## config.mk

```make
export PLATFORM = sky130hd
export DESIGN_NAME = ipc_gen_bank
export DESIGN_NICKNAME = d
export VERILOG_FILES = /design/src/rtl/ipc_gen_pkg.sv /design/src/rtl/ipc_addr_decode.sv /design/src/rtl/ipc_gen_channel.sv /design/src/rtl/ipc_gen_bank.sv
export SDC_FILE = /design/constraint.sdc
export NUM_CORES = 1
export LEC_CHECK = 0
export ABC_CLOCK_PERIOD_IN_PS = 4000
export BUFFER_PORTS_ARGS = -buffer_cell sky130_fd_sc_hd__buf_2
export CAP_MARGIN = 15
export CORE_ASPECT_RATIO = 1.2
export CORE_MARGIN = 2
export CORE_UTILIZATION = 26
export DETAILED_ROUTE_END_ITERATION = 10
export GPL_TIMING_DRIVEN = 0
export HOLD_SLACK_MARGIN = 0.06
export PLACE_DENSITY = 0.38
export REMOVE_ABC_BUFFERS = 1
export SETUP_SLACK_MARGIN = 0.05
export SLEW_MARGIN = 0
export SYNTH_ARGS = -nofsm -noshare
export SYNTH_HDL_FRONTEND = slang
export SYNTH_SLANG_ARGS = --single-unit
```

## constraint.sdc

```tcl
create_clock -name clk -period 4 [get_ports clk]
set_input_delay 0 -clock clk [delete_from_list [all_inputs] [get_ports clk]]
set_output_delay 0 -clock clk [all_outputs]
set_load 0.005 [all_outputs]
```

## src/rtl/ipc_gen_pkg.sv

```systemverilog
package ipc_gen_pkg;

    // Position of the self-clearing trigger bit and first flag bit
    localparam int TRIG_BIT = 0;
    localparam int FLAG_LSB = 4;

    typedef enum logic {
        CH_IDLE  = 1'b0,
        CH_PULSE = 1'b1
    } ch_state_e;

endpackage

```

## src/rtl/ipc_addr_decode.sv

```systemverilog
module ipc_addr_decode #(
    parameter int                NUM_CORES = 8,
    parameter int                ADDR_W    = 12,
    parameter logic [ADDR_W-1:0] GEN_BASE  = 12'h240,
    parameter logic [ADDR_W-1:0] ACK_BASE  = 12'h280,
    localparam int               IDX_W     = (NUM_CORES > 1) ? $clog2(NUM_CORES) : 1
) (
    input  logic [ADDR_W-1:0]    addr,
    output logic [NUM_CORES-1:0] gen_hit,
    output logic [NUM_CORES-1:0] ack_hit,
    output logic                 any_hit,
    output logic [IDX_W-1:0]     hit_idx
);

    // Exact word match per channel; misaligned addresses never match
    for (genvar i = 0; i < NUM_CORES; i++) begin : g_match
        localparam logic [ADDR_W-1:0] GEN_ADDR = GEN_BASE + ADDR_W'(4 * i);
        localparam logic [ADDR_W-1:0] ACK_ADDR = ACK_BASE + ADDR_W'(4 * i);
        assign gen_hit[i] = (addr == GEN_ADDR);
        assign ack_hit[i] = (addr == ACK_ADDR);
    end

    always_comb begin
        any_hit = |{gen_hit, ack_hit};
        hit_idx = '0;
        for (int i = 0; i < NUM_CORES; i++) begin
            if (gen_hit[i] || ack_hit[i]) begin
                hit_idx = IDX_W'(i);
            end
        end
    end

endmodule

```

## src/rtl/ipc_gen_channel.sv

```systemverilog
module ipc_gen_channel
    import ipc_gen_pkg::*;
#(
    parameter int FLAG_W = 28
) (
    input  logic              clk,
    input  logic              rst_n,
    input  logic              gen_we,
    input  logic              ack_we,
    input  logic              wr_trig,
    input  logic [FLAG_W-1:0] wr_flags,
    output logic [FLAG_W-1:0] flags,
    output logic              event_o
);

    ch_state_e state_q;
    ch_state_e state_d;

    // Next-state logic
    always_comb begin
        state_d = state_q;
        unique case (state_q)
            CH_IDLE:  state_d = (gen_we && wr_trig) ? CH_PULSE : CH_IDLE;
            CH_PULSE: state_d = (gen_we && wr_trig) ? CH_PULSE : CH_IDLE;
            default:  state_d = CH_IDLE;
        endcase
    end

    // State register
    always_ff @(posedge clk or negedge rst_n) begin
        if (!rst_n) begin
            state_q <= CH_IDLE;
        end else begin
            state_q <= state_d;
        end
    end

    // Outputs
    always_comb begin
        event_o = 1'b0;
        unique case (state_q)
            CH_IDLE:  event_o = 1'b0;
            CH_PULSE: event_o = 1'b1;
            default:  event_o = 1'b0;
        endcase
    end

    // Sticky source flags: set by doorbell writes, cleared by acknowledge writes
    always_ff @(posedge clk or negedge rst_n) begin
        if (!rst_n) begin
            flags <= '0;
        end else if (gen_we) begin
            flags <= flags | wr_flags;
        end else if (ack_we) begin
            flags <= flags & ~wr_flags;
        end
    end

endmodule

```

## src/rtl/ipc_gen_bank.sv

```systemverilog
module ipc_gen_bank
    import ipc_gen_pkg::*;
#(
    parameter int         NUM_CORES = 8,
    parameter int         DATA_W    = 32,
    parameter int         ADDR_W    = 12,
    parameter logic [11:0] GEN_BASE = 12'h240,
    parameter logic [11:0] ACK_BASE = 12'h280
) (
    input  logic                 clk,
    input  logic                 rst_n,
    input  logic [ADDR_W-1:0]    bus_addr,
    input  logic                 bus_we,
    input  logic [DATA_W-1:0]    bus_wdata,
    output logic [DATA_W-1:0]    bus_rdata,
    output logic [NUM_CORES-1:0] core_event
);

    localparam int FLAG_W = DATA_W - FLAG_LSB;
    localparam int IDX_W  = (NUM_CORES > 1) ? $clog2(NUM_CORES) : 1;

    logic [NUM_CORES-1:0]        gen_hit;
    logic [NUM_CORES-1:0]        ack_hit;
    logic                        any_hit;
    logic [IDX_W-1:0]            hit_idx;
    logic [FLAG_W-1:0]           flags_arr [NUM_CORES];
    logic [NUM_CORES*FLAG_W-1:0] flags_flat;
    logic                        unused_rsvd;

    assign unused_rsvd = ^bus_wdata[FLAG_LSB-1:TRIG_BIT+1];

    ipc_addr_decode #(
        .NUM_CORES (NUM_CORES),
        .ADDR_W    (ADDR_W),
        .GEN_BASE  (ADDR_W'(GEN_BASE)),
        .ACK_BASE  (ADDR_W'(ACK_BASE))
    ) u_decode (
        .addr    (bus_addr),
        .gen_hit (gen_hit),
        .ack_hit (ack_hit),
        .any_hit (any_hit),
        .hit_idx (hit_idx)
    );

    for (genvar i = 0; i < NUM_CORES; i++) begin : g_chan
        ipc_gen_channel #(
            .FLAG_W (FLAG_W)
        ) u_chan (
            .clk      (clk),
            .rst_n    (rst_n),
            .gen_we   (bus_we && gen_hit[i]),
            .ack_we   (bus_we && ack_hit[i]),
            .wr_trig  (bus_wdata[TRIG_BIT]),
            .wr_flags (bus_wdata[DATA_W-1:FLAG_LSB]),
            .flags    (flags_arr[i]),
            .event_o  (core_event[i])
        );
        assign flags_flat[i*FLAG_W +: FLAG_W] = flags_arr[i];
    end

    // Both views of a channel return its flags; low nibble is always zero
    always_comb begin
        bus_rdata = '0;
        if (any_hit) begin
            bus_rdata = {flags_arr[hit_idx], {FLAG_LSB{1'b0}}};
        end
    end

endmodule

```

==> reports/qor.yml <==
run_status:
  status: "completed"
setup_path:
  slowest_stage: "nor2_4"
  worst-setup-path-type: "in -> reg"
  crit_fanout: 28
  path_cells: "dlygate4sd3_1 -> buf_2 -> nor4b_4 -> dlygate4sd3_1 -> nand3_1 -> nor2_4 -> a22o_1"
  crit_path_frequent_cell: "dlygate4sd3_1"
  cp-end-kind: "flop"
  crit_required_ns: 4.48
  cpPeakStageDelay_ns: 1.00
  r2r_slack_ns: 3.28
  crit_path_start_kind: "input pin"
  reg2reg_depth: 1
  arrival_ns: 3.46
sta:
  fin_ws_ns: 1.02
  rsz0062_at_grt: "no"
  hold_viol_final: 0
  fmaxAchievable_mhz: 335
  min_period_over_period_pct: 74.6
  setup_violations: 0
  slew_headroom_pct: 19.7
  period_minus_slack_ns: 2.98
  finClkSkew_ns: 0
  worstMarginPinSlew_ns: 1.20
  drv_slew: 0
place:
  io_buffers: 79
  gp_congestion: 0.664
  post-place-ws_ns: 1.45
  place_hpwl_mm: 19.8
  dpl-instance-area_mm2: 0.0125
  dp.cells: 1526
final_layout:
  stdcell_count: 1610
  post-route-cell-area_mm2: 0.0137
  n_antenna_cell: 0
  layout.nets: 1085
  fill_cells: 4406
  drive_above_1_share_pct: 18.4
  syn2layout_area_growth_pct: 18.1
  post-route-util_pct: 31.2
global_route:
  grt_usage_pct: 16.5
  grt_antenna_before_repair: 1
  grt_pass1_wl_mm: 58.8
  grt_pass1_vias: 9007
  grt_max_degree: 99
  grt_overflow: 0
yosys:
  synth_edf_count: 0
  synthAdderAreaFrac_pct: 0
  synth_top_family_by_area: "compound AO/OA/AOI/OAI gates"
  synth_cell_types: 29
  synthMuxAreaShare_pct: 12.4
  yosysSeqAreaShare_pct: 50.0
  yosysWarnings: 0
  yosys_register_bits: 232
  syn_inst: 1023
  synth-simple-area-share_pct: 14.4
  syn_area_mm2: 0.0116
  synth_xor_area_share_pct: 0.0755
  syn_area_per_cell_um2: 11.3
  ys.flop_type: "dfrtp_1"
  synth_compound_area_share_pct: 16.9
  synth-async-reset-ratio_pct: 100
cts:
  cts_buffer_depth: 3
  ctsRootBufferMaster: "clkbuf_16"
  postCtsResizedCells: 0
  cts_num_sinks: 232
  post_cts_buffers: 0
  worst_skew_pair.late_latency_ns: 0.54
  cts_buffers: 28
  cts_tree: "done"
  clkTransAtPathRegs_ns: 0.06
  h-tree-depth: 1
hold_path:
  hold_depth: 5
  hp-class: "in -> reg"
  min_from: "bus_addr[11]"
pwr:
  powerDensity_mw_per_mm2: 368
  ir_drop_uv: 270
  p_leak_nw: 5.79
route:
  vias_per_cell: 5.43
  first_pass_iters: 5
  drc: 0
  via_count: 8740
  drtIter0Drc: 538
  ant_nets: 0
  wl_mm: 37.6
  routedWlPerCell_um: 23.4
floorplan:
  num_rows: 84
  ioPinCount: 87
  die-width_um: 197
  chipHeight_um: 235
  die_area_mm2: 0.0463
  start_util_pct: 26.4
  core_area_mm2: 0.0439
run:
  drv_cap: 0
-- cells in the mapped netlist, types with 4 or more instances --
| cell | instances | area [um^2] |
|---|---|---|
| a22o_1 | 224 | 1960 |
| buf_1 | 6 | 22.5 |
| buf_2 | 46 | 230 |
| buf_4 | 18 | 135 |
| clkbuf_1 | 85 | 319 |
| dfrtp_1 | 232 | 5810 |
| mux2i_1 | 38 | 380 |
| mux4_2 | 47 | 1060 |
| nand3_1 | 227 | 1140 |
| nor2_1 | 55 | 206 |
| nor2_2 | 4 | 25.0 |
| nor2_4 | 4 | 45.0 |
| nor2b_1 | 8 | 50.1 |
| nor4_1 | 8 | 50.1 |
-- how the worst max path moves through the flow --
| stage | startpoint | to | depth (start not counted) |
|---|---|---|---|
| after global routing | bus_addr[8] | flop | 7 |
| after detailed placement | bus_addr[3] | bus_rdata[4] | 7 |
| after floorplan | bus_addr[7] | flop | 4 |
| final | bus_addr[8] | flop | 7 |
| after CTS | bus_addr[8] | flop | 7 |
| after global placement | bus_addr[4] | flop | 4 |
-- area by class of cell --
type | instances | area (um^2) | area share [%]
timing repair buffer | 137 | 1250 | 9.11
multi-input combinational | 638 | 5140 | 37.5
tap | 559 | 699 | 5.10
inverter | 1 | 3.75 | 0.0274
clock inverter | 1 | 5.00 | 0.0365
clock buffer | 42 | 795 | 5.80
sequential | 232 | 5810 | 42.4
-- through the flow --
step	setup TNS, ns	hold WS [ns]	total power, mW
after floorplan	0	-0.296	2.48
after global placement	-926.17	0.398	2.70
final	0	0.126	5.04
after detailed placement	0	-0.0625	2.72
after global routing	0	0.136	5.26
after CTS	0	0.0948	5.13
-- critical path: cells and delay by family --
family | cells | cell delay [ns]
AND/OR/NAND/NOR | 3 | 1.75
buffers and inverters | 3 | 1.40
AO/OA/AOI/OAI | 1 | 0.29
-- cells by family after synthesis --
group           after synthesis
buf+inv                     156
compound gates              224
other cells                   1
flops                       232
simple gates                324
mux                          85
xor+xnor                      1
-- routing by layer --
layer | up-vias | wire (um) | GRT usage (%)
li1 | 3881 | - | -
met1 | 4603 | 18400 | 24.5
met2 | 204 | 16800 | 25.4
met3 | 50 | 1680 | 2.32
met4 | 2 | 688 | 3.80
met5 | - | 13 | 0
-- where the power goes --
| part | switching, mW | internal (mW) |
|---|---|---|
| registers | 0.00540 | 2.36 |
| logic | 0.225 | 0.115 |
| clock network | 0.993 | 1.34 |
| total | 1.22 | 3.82 |
-- timing repair --
item,4_1_cts,5_1_grt
hold buffers,40,0
endpoints found under the hold margin,464,0
endpoints found under the setup margin,0,0
-- cells in the final DEF (no fill, tap or decap), types with 3 or more instances in the layout --
master,synthesis,layout
and4b_4,0,3
nor2_1,55,55
buf_16,0,9
mux4_2,47,47
nor4_1,8,8
nor2_4,4,8
conb_1,1,4
clkbuf_16,0,29
buf_12,0,10
a22o_1,224,224
dlygate4sd3_1,0,39
nand3_1,227,226
mux2i_1,38,38
nor2b_1,8,8
clkbuf_1,85,11
buf_2,46,76
dfrtp_1,232,232
No activity file was read; power rests on OpenSTA's default activity.
